**src/rtl/ea_pkg.sv**
```systemverilog
package ea_pkg;
  typedef enum logic [3:0] {
    EA_ABS       = 4'd0,
    EA_ZP        = 4'd1,
    EA_ZP_X      = 4'd2,
    EA_ZP_Y      = 4'd3,
    EA_ABS_X     = 4'd4,
    EA_ABS_Y     = 4'd5,
    EA_STACK     = 4'd6,
    EA_REL       = 4'd7,
    EA_ZP_IND    = 4'd8,
    EA_ZP_X_IND  = 4'd9,
    EA_ZP_IND_Y  = 4'd10,
    EA_JMP_IND   = 4'd11,
    EA_JMP_X_IND = 4'd12
  } ea_mode_e;

  typedef enum logic [1:0] {
    ST_IDLE,
    ST_PLO,
    ST_PHI,
    ST_FIN
  } ea_state_e;

  function automatic logic is_indirect(input logic [3:0] m);
    return (m >= 4'd8) && (m <= 4'd12);
  endfunction

  function automatic logic is_zp_ptr(input logic [3:0] m);
    return (m == EA_ZP_IND) || (m == EA_ZP_X_IND) || (m == EA_ZP_IND_Y);
  endfunction
endpackage

```
**src/rtl/ea_ctrl.sv**
```systemverilog
module ea_ctrl
  import ea_pkg::*;
(
  input  logic clk_i,
  input  logic rst_ni,
  input  logic start_i,
  input  logic indirect_i,
  input  logic ptr_valid_i,
  output logic accept_o,
  output logic lo_we_o,
  output logic hi_we_o,
  output logic fetch_o,
  output logic second_o,
  output logic done_o
);
  ea_state_e state_q, state_d;

  assign accept_o = start_i && (state_q == ST_IDLE);
  assign fetch_o  = (state_q == ST_PLO) || (state_q == ST_PHI);
  assign second_o = (state_q == ST_PHI);
  assign lo_we_o  = (state_q == ST_PLO) && ptr_valid_i;
  assign hi_we_o  = (state_q == ST_PHI) && ptr_valid_i;
  assign done_o   = (state_q == ST_FIN);

  always_comb begin
    state_d = state_q;
    unique case (state_q)
      ST_IDLE: if (accept_o) state_d = indirect_i ? ST_PLO : ST_FIN;
      ST_PLO:  if (ptr_valid_i) state_d = ST_PHI;
      ST_PHI:  if (ptr_valid_i) state_d = ST_FIN;
      ST_FIN:  state_d = ST_IDLE;
      default: state_d = ST_IDLE;
    endcase
  end

  always_ff @(posedge clk_i or negedge rst_ni) begin
    if (!rst_ni) state_q <= ST_IDLE;
    else         state_q <= state_d;
  end
endmodule

```
**src/rtl/ea_ptr_gen.sv**
```systemverilog
module ea_ptr_gen
  import ea_pkg::*;
#(
  parameter int DW = 8,
  localparam int AW = 2 * DW
) (
  input  ea_mode_e        mode_i,
  input  logic [DW-1:0]   lo_i,
  input  logic [DW-1:0]   hi_i,
  input  logic [DW-1:0]   x_i,
  input  logic            second_i,
  output logic [AW-1:0]   addr_o,
  output logic            cross_o
);
  logic [DW-1:0] zp_base, zp_loc;
  logic [AW-1:0] abs_base;

  // zero-page pointer: base and +1 both wrap inside page zero
  assign zp_base  = (mode_i == EA_ZP_X_IND) ? lo_i + x_i : lo_i;
  assign zp_loc   = zp_base + {{(DW-1){1'b0}}, second_i};
  assign abs_base = {hi_i, lo_i} + ((mode_i == EA_JMP_X_IND) ? {{DW{1'b0}}, x_i} : '0);
  assign cross_o  = abs_base[AW-1:DW] != hi_i;

  always_comb begin
    if (is_zp_ptr(mode_i)) addr_o = {{DW{1'b0}}, zp_loc};
    else                   addr_o = abs_base + {{(AW-1){1'b0}}, second_i};
  end
endmodule

```
**src/rtl/ea_calc.sv**
```systemverilog
module ea_calc
  import ea_pkg::*;
#(
  parameter int DW = 8,
  parameter logic [DW-1:0] STACK_PAGE = 'h01,
  localparam int AW = 2 * DW
) (
  input  ea_mode_e      mode_i,
  input  logic [DW-1:0] lo_i,
  input  logic [DW-1:0] hi_i,
  input  logic [DW-1:0] x_i,
  input  logic [DW-1:0] y_i,
  input  logic [DW-1:0] sp_i,
  input  logic [AW-1:0] pc_i,
  input  logic          take_i,
  input  logic [AW-1:0] ptr_i,
  input  logic          ptr_cross_i,
  output logic [AW-1:0] ea_o,
  output logic [AW-1:0] pc_o,
  output logic          pc_load_o,
  output logic          cross_o
);
  logic [AW-1:0] abs_a, sum_x, sum_y, ind_y, br_tgt;

  assign abs_a  = {hi_i, lo_i};
  assign sum_x  = abs_a + {{DW{1'b0}}, x_i};
  assign sum_y  = abs_a + {{DW{1'b0}}, y_i};
  assign ind_y  = ptr_i + {{DW{1'b0}}, y_i};
  assign br_tgt = pc_i + {{DW{lo_i[DW-1]}}, lo_i};

  always_comb begin
    ea_o      = abs_a;
    pc_o      = pc_i;
    pc_load_o = 1'b0;
    cross_o   = 1'b0;
    unique case (mode_i)
      EA_ZP:    ea_o = {{DW{1'b0}}, lo_i};
      EA_ZP_X:  ea_o = {{DW{1'b0}}, lo_i + x_i};
      EA_ZP_Y:  ea_o = {{DW{1'b0}}, lo_i + y_i};
      EA_STACK: ea_o = {STACK_PAGE, sp_i};
      EA_ABS_X: begin
        ea_o    = sum_x;
        cross_o = sum_x[AW-1:DW] != hi_i;
      end
      EA_ABS_Y: begin
        ea_o    = sum_y;
        cross_o = sum_y[AW-1:DW] != hi_i;
      end
      EA_REL: begin
        pc_o      = take_i ? br_tgt : pc_i;
        ea_o      = pc_o;
        pc_load_o = take_i;
        cross_o   = take_i && (br_tgt[AW-1:DW] != pc_i[AW-1:DW]);
      end
      EA_ZP_IND, EA_ZP_X_IND: ea_o = ptr_i;
      EA_ZP_IND_Y: begin
        ea_o    = ind_y;
        cross_o = ind_y[AW-1:DW] != ptr_i[AW-1:DW];
      end
      EA_JMP_IND: begin
        ea_o      = ptr_i;
        pc_o      = ptr_i;
        pc_load_o = 1'b1;
      end
      EA_JMP_X_IND: begin
        ea_o      = ptr_i;
        pc_o      = ptr_i;
        pc_load_o = 1'b1;
        cross_o   = ptr_cross_i;
      end
      default: ea_o = abs_a;
    endcase
  end
endmodule

```
**src/rtl/ea_unit.sv**
```systemverilog
module ea_unit
  import ea_pkg::*;
#(
  parameter int DW = 8,
  parameter logic [DW-1:0] STACK_PAGE = 'h01,
  localparam int AW = 2 * DW
) (
  input  logic          clk_i,
  input  logic          rst_ni,
  input  logic          start_i,
  input  logic [3:0]    mode_i,
  input  logic [DW-1:0] op_lo_i,
  input  logic [DW-1:0] op_hi_i,
  input  logic [DW-1:0] x_i,
  input  logic [DW-1:0] y_i,
  input  logic [DW-1:0] sp_i,
  input  logic [AW-1:0] pc_i,
  input  logic          take_i,
  input  logic [DW-1:0] ptr_data_i,
  input  logic          ptr_valid_i,
  output logic [AW-1:0] addr_o,
  output logic          ptr_rd_o,
  output logic          done_o,
  output logic [AW-1:0] new_pc_o,
  output logic          pc_load_o,
  output logic          page_cross_o
);
  ea_mode_e      mode_q;
  logic [DW-1:0] lo_q, hi_q, x_q, y_q, sp_q;
  logic [AW-1:0] pc_q, ptr_q;
  logic          take_q;

  logic          accept, lo_we, hi_we, fetch, second, done;
  logic [AW-1:0] ptr_addr, ea, calc_pc;
  logic          ptr_cross, calc_load, calc_cross;

  ea_ctrl u_ctrl (
    .clk_i       (clk_i),
    .rst_ni      (rst_ni),
    .start_i     (start_i),
    .indirect_i  (is_indirect(mode_i)),
    .ptr_valid_i (ptr_valid_i),
    .accept_o    (accept),
    .lo_we_o     (lo_we),
    .hi_we_o     (hi_we),
    .fetch_o     (fetch),
    .second_o    (second),
    .done_o      (done)
  );

  always_ff @(posedge clk_i or negedge rst_ni) begin
    if (!rst_ni) begin
      mode_q <= EA_ABS;
      lo_q   <= '0;
      hi_q   <= '0;
      x_q    <= '0;
      y_q    <= '0;
      sp_q   <= '0;
      pc_q   <= '0;
      take_q <= 1'b0;
      ptr_q  <= '0;
    end else begin
      if (accept) begin
        mode_q <= ea_mode_e'(mode_i);
        lo_q   <= op_lo_i;
        hi_q   <= op_hi_i;
        x_q    <= x_i;
        y_q    <= y_i;
        sp_q   <= sp_i;
        pc_q   <= pc_i;
        take_q <= take_i;
      end
      if (lo_we) ptr_q[DW-1:0]  <= ptr_data_i;
      if (hi_we) ptr_q[AW-1:DW] <= ptr_data_i;
    end
  end

  ea_ptr_gen #(.DW(DW)) u_ptr (
    .mode_i   (mode_q),
    .lo_i     (lo_q),
    .hi_i     (hi_q),
    .x_i      (x_q),
    .second_i (second),
    .addr_o   (ptr_addr),
    .cross_o  (ptr_cross)
  );

  ea_calc #(.DW(DW), .STACK_PAGE(STACK_PAGE)) u_calc (
    .mode_i      (mode_q),
    .lo_i        (lo_q),
    .hi_i        (hi_q),
    .x_i         (x_q),
    .y_i         (y_q),
    .sp_i        (sp_q),
    .pc_i        (pc_q),
    .take_i      (take_q),
    .ptr_i       (ptr_q),
    .ptr_cross_i (ptr_cross),
    .ea_o        (ea),
    .pc_o        (calc_pc),
    .pc_load_o   (calc_load),
    .cross_o     (calc_cross)
  );

  assign addr_o       = fetch ? ptr_addr : ea;
  assign ptr_rd_o     = fetch;
  assign done_o       = done;
  assign new_pc_o     = calc_pc;
  assign pc_load_o    = done && calc_load;
  assign page_cross_o = done && calc_cross;
endmodule

```
**config.mk**
```make
export PLATFORM = sky130hd
export DESIGN_NAME = ea_unit
export DESIGN_NICKNAME = d
export VERILOG_FILES = /design/src/rtl/ea_pkg.sv /design/src/rtl/ea_ctrl.sv /design/src/rtl/ea_ptr_gen.sv /design/src/rtl/ea_calc.sv /design/src/rtl/ea_unit.sv
export SDC_FILE = /design/constraint.sdc
export NUM_CORES = 1
export LEC_CHECK = 0
export ABC_AREA = 1
export BUFFER_PORTS_ARGS = -buffer_cell sky130_fd_sc_hd__buf_2
export CAP_MARGIN = 10
export CORE_ASPECT_RATIO = 2
export CORE_MARGIN = 8
export CORE_UTILIZATION = 60
export DETAILED_ROUTE_END_ITERATION = 8
export PLACE_DENSITY = 0.82
export SLEW_MARGIN = 20
export SYNTH_ARGS = -nofsm -noshare
export SYNTH_HDL_FRONTEND = slang
export SYNTH_SLANG_ARGS = --single-unit
export TNS_END_PERCENT = 50
```
**constraint.sdc**
```tcl
create_clock -name clk_i -period 8.2 [get_ports clk_i]
set_input_delay 1.64 -clock clk_i [delete_from_list [all_inputs] [get_ports clk_i]]
set_output_delay 1.64 -clock clk_i [all_outputs]
set_load 0.005 [all_outputs]
```
== Word level (Yosys, flattened, before mapping) ==
Cells that the tools add are included.

* Bits in latches: 0
* Input port bits: 73
* Word-level logic and storage cells: 73
* Memory bits (writable): 0
* Register bits after elaboration: 79
* Memories kept: 0
* Bits in read-only memories: 0

* Bitwise logic cells: 0
* $lt $le $gt $ge: 2
* Eq/ne operators: 23
* $mul: 0
* Reductions and logical operators: 14
* Shift operators: 0
* Mux-type cells: 14
* $add $sub $neg: 9
* Div/mod/pow operators: 0

{| class="wikitable"
|+ Operator list
! kind !! number
|-
| $pmux W16 S9 || 1
|-
| $add A16 B8 Y16 || 3
|-
| $mux W16 || 3
|-
| $ne A8 B8 Y1 || 5
|-
| $add A16 B16 Y16 || 2
|-
| $pmux W16 S2 || 1
|-
| $eq A4 B4 Y1 const B || 5
|-
| $add A16 B1 Y16 || 1
|-
| $add A8 B8 Y8 || 2
|-
| $eq A4 B3 Y1 const B || 4
|-
| $mux W8 || 2
|-
| $add A8 B1 Y8 || 1
|-
| $eq A4 B2 Y1 const B || 2
|-
| $mux W2 || 4
|-
| $pmux W2 S4 || 1
|-
| $logic_and A1 B1 Y1 || 7
|-
| $ne A2 B2 Y1 const B || 3
|-
| $pmux W1 S5 || 1
|-
| $eq A2 B2 Y1 const B || 2
|-
| $eq A4 B1 Y1 const B || 1
|-
| $ge A4 B4 Y1 const B || 1
|-
| $le A4 B4 Y1 const B || 1
|-
| $reduce_or A4 Y1 || 1
|-
| $logic_or A1 B1 Y1 || 3
|-
| 5 further kinds || 5
|}

== Depth between registers and ports, before layout ==
* Word-level depth: 6
* Depth in mapped cells: 20
* Mapped depth without buffers: 20

== By module ==
Synthesis repeated with hierarchy kept, for this count alone.

* Cells, all modules: 1618
* Area total of the unflattened synthesis: 9663.0 µm²

{| class="wikitable"
|+ Modules (own cells, without submodules)
! module !! sequential area each (µm²) !! area each (µm²) !! instances !! cells each
|-
| ea_calc || 0.0 || 4281.6 || 1 || 821
|-
| ea_unit || 1926.8 || 3236.9 || 1 || 381
|-
| ea_ptr_gen || 0.0 || 1910.6 || 1 || 383
|-
| ea_ctrl || 50.0 || 234.0 || 1 || 33
|}

== Worst setup path before layout ==
Ideal clock, no wire load.

* Path kind: flip-flop to output port
* Start: reg mode_q[2]
* End: out addr_o[11]
* Data required time: 6.560 ns
* Path slack: 4.002 ns
* Buffers on the path: 1
* Stages on the path, launching flop included: 19
* Arrival time: 2.558 ns
* Cells stage by stage: dfrtp_1 -> buf_2 -> nand3_2 -> nor2_1 -> ha_1 -> fa_1 -> nand3_1 -> nand2_1 -> xor2_1 -> inv_2 -> nor2_2 -> nand2_2 -> nor2_2 -> nand2_2 -> nor2_4 -> nand3_1 -> nand2_1 -> nand3_1 -> nand2_1

* Longest elaborated chain between the ends: 6
* Elaborated cells between the ends (all ways): 21

{| class="wikitable"
|+ RTL lines
! item !! RTL line !! RTL
|-
| start: declaration || ea_unit.sv:28 || <nowiki>ea_mode_e mode_q;</nowiki>
|-
| start signal: assignment || ea_unit.sv:64 || <nowiki>mode_q <= ea_mode_e'(mode_i);</nowiki>
|-
| $eq A4 B4 Y1 || ea_ptr_gen.sv:21, ea_calc.sv:36 ||
|-
| $mux W8 || ea_ptr_gen.sv:21 || <nowiki>assign abs_base = {hi_i, lo_i} + ((mode_i == EA_JMP_X_IND) ? {{DW{1'b0}}, x_i} : '0);</nowiki>
|-
| $add A16 B16 Y16 || ea_ptr_gen.sv:21 ||
|-
| $add A16 B1 Y16 || ea_ptr_gen.sv:26 || <nowiki>else addr_o = abs_base + {{(AW-1){1'b0}}, second_i};</nowiki>
|-
| $mux W16 || ea_ptr_gen.sv:25 || <nowiki>if (is_zp_ptr(mode_i)) addr_o = {{DW{1'b0}}, zp_loc};</nowiki>
|-
| $mux W16 (*) || ea_unit.sv:105 || <nowiki>assign addr_o = fetch ? ptr_addr : ea;</nowiki>
|-
| end: declaration || ea_unit.sv:21 || <nowiki>output logic [AW-1:0] addr_o,</nowiki>
|}

Mark *: on every way between the ends. The rest lies on a longest branch, timed or not.

== Final worst setup path ==
* Start: reg mode_q[1]
* End: out addr_o[12]

The elaborated chain is that of the path after synthesis.

==> run_results.csv <==
group,metric,value,unit
sta,slew_of_the_pin_with_the_lowest_slew_margin,1.03,ns
sta,fin_skew,0.00587,ns
critical_path,critPathKind,"reg2out",
die,dieArea,18100,um^2
clocking,cts_root_buf,"sky130_fd_sc_hd__clkbuf_16",
critical_path,endpoint_kind,"output port",
routing,detail_route.first_pass.iterations,7,
clocking,clock_tree.buffer_depth,2,
clocking,clock_latency,0.35,ns
clocking,post_cts_resized,0,
yosys,largest_family_of_logic_cells_by_synthesized_area,"simple AND/OR/NAND/NOR gates",
die,io_pins,109,
die,initial_core_util,60.6,%
place,final_replace_weighted_congestion,1.06,
routing,route.detailed.vias_per_inst,6.15,
global_routing,grt_pass1_wl,47600,um
yosys,syn_area_per_cell,6.47,um^2
yosys,synth_cell_type_count,53,
yosys,warnings_from_yosys,0,
sta,timing.final.ws_setup,2.89,ns
layout,n_antenna_cell,0,
yosys,syn_area,8330,um^2
sta,hold_viol,0,
sta,whs,0.516,ns
routing,vias,9504,
yosys,synth-edff-count,0,
place,buffer_ports.inserted,108,
yosys,ys_async_sr_fraction,100,%
layout,final_cell_area,9260,um^2
sta,min_period,5.31,ns
yosys,syn-instance-count,1288,
critical_path,startpoint_type,"register",
sta,setup_tns,0,ns
critical_path,worst-r2r-setup-slack,6.10,ns
place,placement.setup.worst_slack,3.35,ns
global_routing,grt_util_all_layers,33.8,%
sta,fmax,188,MHz
sta,finalCritPeriodShare,64.8,%
place,detailedPlacementHpwl,24900,um
critical_path,crit_start,"mode_q[1]$_DFFE_PN0P_",
clocking,tritoncts,"built",
global_routing,pin_count_of_the_biggest_net_entering_global_routing,96,
sta,drv_slew,0,
routing,ant_nets,0,
yosys,synth_fp_nets,1422,
critical_path,required_time_reported_for_the_critical_path_endpoint,6.56,ns
die,die_width,99.3,um
yosys,post_synth_fa_ha_maj_area_fraction,9.61,%
critical_path,regToRegEndpoint,"y_q[6]$_DFFE_PN0P_",
clocking,cts.htree.levels,3,
sta,rsz0062_at_grt,"false",
clocking,cts_inserted_buffers,9,
routing,detailedRoute.firstIterationViolations,798,
place,postPlaceCellArea,8980,um^2
run,max_cap_viol_count,0,
layout,finalNetCount,1518,
sta,max_slew_margin_vs_limit,31.7,%
global_routing,grt_residual_overflow,0,
yosys,seq_area_frac_synth,23.7,%
routing,wirelength,30700,um
critical_path,end_of_the_critical_path,"addr_o[12]",
clocking,clkSinkCount,79,
run_status,run_status,"finished clean",
critical_path,arrival,3.67,ns
global_routing,first_global_vias,9036,
routing,wire_per_inst,19.9,um
yosys,synth_mux_area_share,3.65,%
yosys,synth_simple_gate_area_share,34.2,%
critical_path,critical_path_peak_fanout,10,
yosys,synthesis_stage_register_bit_count,79,
critical_path,r2r.worst_path.cells,4,
yosys,synth_compound_area_share,16.3,%
layout,fraction_of_layout_cells_with_a_size_suffix_above_1,14.5,%
yosys,yosys.area_share.xor_xnor,3.35,%
critical_path,timing.rr.start,"u_ctrl.state_q[0]$_DFFE_PN0P_",
die,rows,61,
layout,syn2layout_area_growth,11.1,%
clocking,path_clk_slew,0.07,ns
min_path,min-delay-path-class,"reg2reg",
yosys,synth_top_flop_cell,"sky130_fd_sc_hd__dfrtp_1",
die,die_h,183,um
routing,drc,0,
global_routing,antenna_violations_before_repair,0,
clocking,post-cts-setup-buffers,0,
clocking,cts-hold-fix-buffers,0,
die,core_area,13700,um^2
sta,report.final.setup_viol,0,
## kinds of logic after synthesis
group           Yosys count
simple gates            657
compound gates          234
buf+inv                 199
flops                    79
fa+ha+maj                61
xor+xnor                 31
mux                      27
## cell usage after synthesis (2+ instances only)
cell | count | area [um^2]
sky130_fd_sc_hd__o21ai_1 | 16 | 80.1
sky130_fd_sc_hd__o2111ai_1 | 2 | 17.5
sky130_fd_sc_hd__a31oi_1 | 3 | 18.8
sky130_fd_sc_hd__inv_2 | 16 | 60.1
sky130_fd_sc_hd__a22oi_1 | 11 | 82.6
sky130_fd_sc_hd__nor2_4 | 3 | 33.8
sky130_fd_sc_hd__nand3b_1 | 2 | 15.0
sky130_fd_sc_hd__clkinv_1 | 3 | 11.3
sky130_fd_sc_hd__nor2_8 | 2 | 40.0
sky130_fd_sc_hd__a211oi_1 | 3 | 22.5
sky130_fd_sc_hd__buf_2 | 7 | 35.0
sky130_fd_sc_hd__clkbuf_1 | 12 | 45.0
sky130_fd_sc_hd__or2_2 | 3 | 18.8
sky130_fd_sc_hd__nand2_2 | 4 | 25.0
sky130_fd_sc_hd__ha_1 | 56 | 701
sky130_fd_sc_hd__nor3_2 | 3 | 30.0
sky130_fd_sc_hd__o211ai_1 | 12 | 90.1
sky130_fd_sc_hd__and2_1 | 3 | 18.8
sky130_fd_sc_hd__nor2_1 | 145 | 544
sky130_fd_sc_hd__nand2_1 | 332 | 1250
sky130_fd_sc_hd__nand3_1 | 119 | 596
sky130_fd_sc_hd__dfrtp_1 | 79 | 1980
sky130_fd_sc_hd__nand4_1 | 21 | 131
sky130_fd_sc_hd__nor3_1 | 7 | 35.0
sky130_fd_sc_hd__nand3_2 | 4 | 40.0
sky130_fd_sc_hd__a21boi_0 | 2 | 15.0
sky130_fd_sc_hd__nor4_1 | 2 | 12.5
sky130_fd_sc_hd__buf_1 | 5 | 18.8
sky130_fd_sc_hd__xnor2_1 | 11 | 96.3
sky130_fd_sc_hd__a21oi_1 | 90 | 450
sky130_fd_sc_hd__inv_1 | 155 | 582
sky130_fd_sc_hd__a21boi_1 | 2 | 15.0
sky130_fd_sc_hd__nor2_2 | 5 | 31.3
sky130_fd_sc_hd__o21a_1 | 3 | 22.5
sky130_fd_sc_hd__mux2_2 | 27 | 304
sky130_fd_sc_hd__o221ai_1 | 12 | 105
sky130_fd_sc_hd__xor2_1 | 19 | 166
sky130_fd_sc_hd__o21ai_0 | 68 | 340
sky130_fd_sc_hd__fa_1 | 5 | 100
## worst max-delay path, cell delays in order (launching register included)
cell,delay (ns)
sky130_fd_sc_hd__dfrtp_1,0.43
sky130_fd_sc_hd__nor2_1,0.25
sky130_fd_sc_hd__nand3_2,0.26
sky130_fd_sc_hd__nor2_1,0.18
sky130_fd_sc_hd__ha_1,0.25
sky130_fd_sc_hd__fa_1,0.24
sky130_fd_sc_hd__nand3_1,0.08
sky130_fd_sc_hd__nand2_1,0.14
sky130_fd_sc_hd__nand2_1,0.06
sky130_fd_sc_hd__nand2_1,0.13
sky130_fd_sc_hd__xor2_1,0.33
sky130_fd_sc_hd__nand2_1,0.13
sky130_fd_sc_hd__nor2_1,0.16
sky130_fd_sc_hd__nand3_1,0.14
sky130_fd_sc_hd__nor2_2,0.18
sky130_fd_sc_hd__nand3b_1,0.09
sky130_fd_sc_hd__nand3_1,0.08
sky130_fd_sc_hd__nand2_1,0.05
sky130_fd_sc_hd__buf_2,0.12
## routing by layer
metal / GRT usage, % / vias to the layer above / wire length (um) / share of wire (%)
met5: 0 / - / 0 / 0
met4: 22.6 / 0 / 2100 / 6.8
met3: 5.65 / 126 / 2670 / 8.7
met2: 55.0 / 575 / 14200 / 46
met1: 39.7 / 4345 / 11700 / 38
li1: - / 4458 / - / -
## registers in the layout, summed over array words and instances (netlist names)
register	cells
hi_q	8
lo_q	8
mode_q	4
pc_q	16
ptr_q	16
sp_q	8
take_q	1
u_ctrl.state_q	2
x_q	8
y_q	8
## final cells by class
type | instances | area (um^2)
Inverter | 174 | 653
Tap cell | 157 | 196
Sequential cell | 79 | 1980
Timing Repair Buffer | 110 | 558
Fill cell | 1219 | 4480
Clock inverter | 7 | 55.1
Multi-Input combinational cell | 1010 | 5590
Clock buffer | 9 | 225
## worst min path at each step
stage / startpoint / endpoint / depth (start not counted)
floorplan: ptr_q[14]$_DFFE_PN0P_ / ptr_q[14]$_DFFE_PN0P_ / 2
global placement: sp_q[5]$_DFFE_PN0P_ / sp_q[5]$_DFFE_PN0P_ / 1
detailed placement: sp_q[4]$_DFFE_PN0P_ / sp_q[4]$_DFFE_PN0P_ / 1
CTS: sp_q[4]$_DFFE_PN0P_ / sp_q[4]$_DFFE_PN0P_ / 1
global route: sp_q[4]$_DFFE_PN0P_ / sp_q[4]$_DFFE_PN0P_ / 1
finish: sp_q[6]$_DFFE_PN0P_ / sp_q[6]$_DFFE_PN0P_ / 1
## placed cells by master (no fill, tap or decap), types with 4 or more instances in the layout
cell and instances:
sky130_fd_sc_hd__a21oi_1 90, sky130_fd_sc_hd__a22oi_1 11, sky130_fd_sc_hd__buf_2 107, sky130_fd_sc_hd__clkbuf_16 9, sky130_fd_sc_hd__dfrtp_1 79, sky130_fd_sc_hd__fa_1 5
sky130_fd_sc_hd__ha_1 56, sky130_fd_sc_hd__inv_1 155, sky130_fd_sc_hd__inv_2 16, sky130_fd_sc_hd__mux2_2 27, sky130_fd_sc_hd__nand2_1 331, sky130_fd_sc_hd__nand2_2 4
sky130_fd_sc_hd__nand3_1 119, sky130_fd_sc_hd__nand3_2 4, sky130_fd_sc_hd__nand4_1 21, sky130_fd_sc_hd__nor2_1 145, sky130_fd_sc_hd__nor2_2 5, sky130_fd_sc_hd__nor3_1 7
sky130_fd_sc_hd__o211ai_1 12, sky130_fd_sc_hd__o21ai_0 68, sky130_fd_sc_hd__o21ai_1 16, sky130_fd_sc_hd__o221ai_1 12, sky130_fd_sc_hd__xnor2_1 11, sky130_fd_sc_hd__xor2_1 19
## through the flow
step | util (%) | instances
6_report | 67.4 | 1546
3_3_place_gp | 65.4 | 1530
2_1_floorplan | - | 1288
5_1_grt | 67.4 | 1546
4_1_cts | 67.4 | 1546
3_5_place_dp | 65.4 | 1530
Power is not shown: default switching activity piles up to over one toggle a cycle in this logic, so the estimate is an artifact.
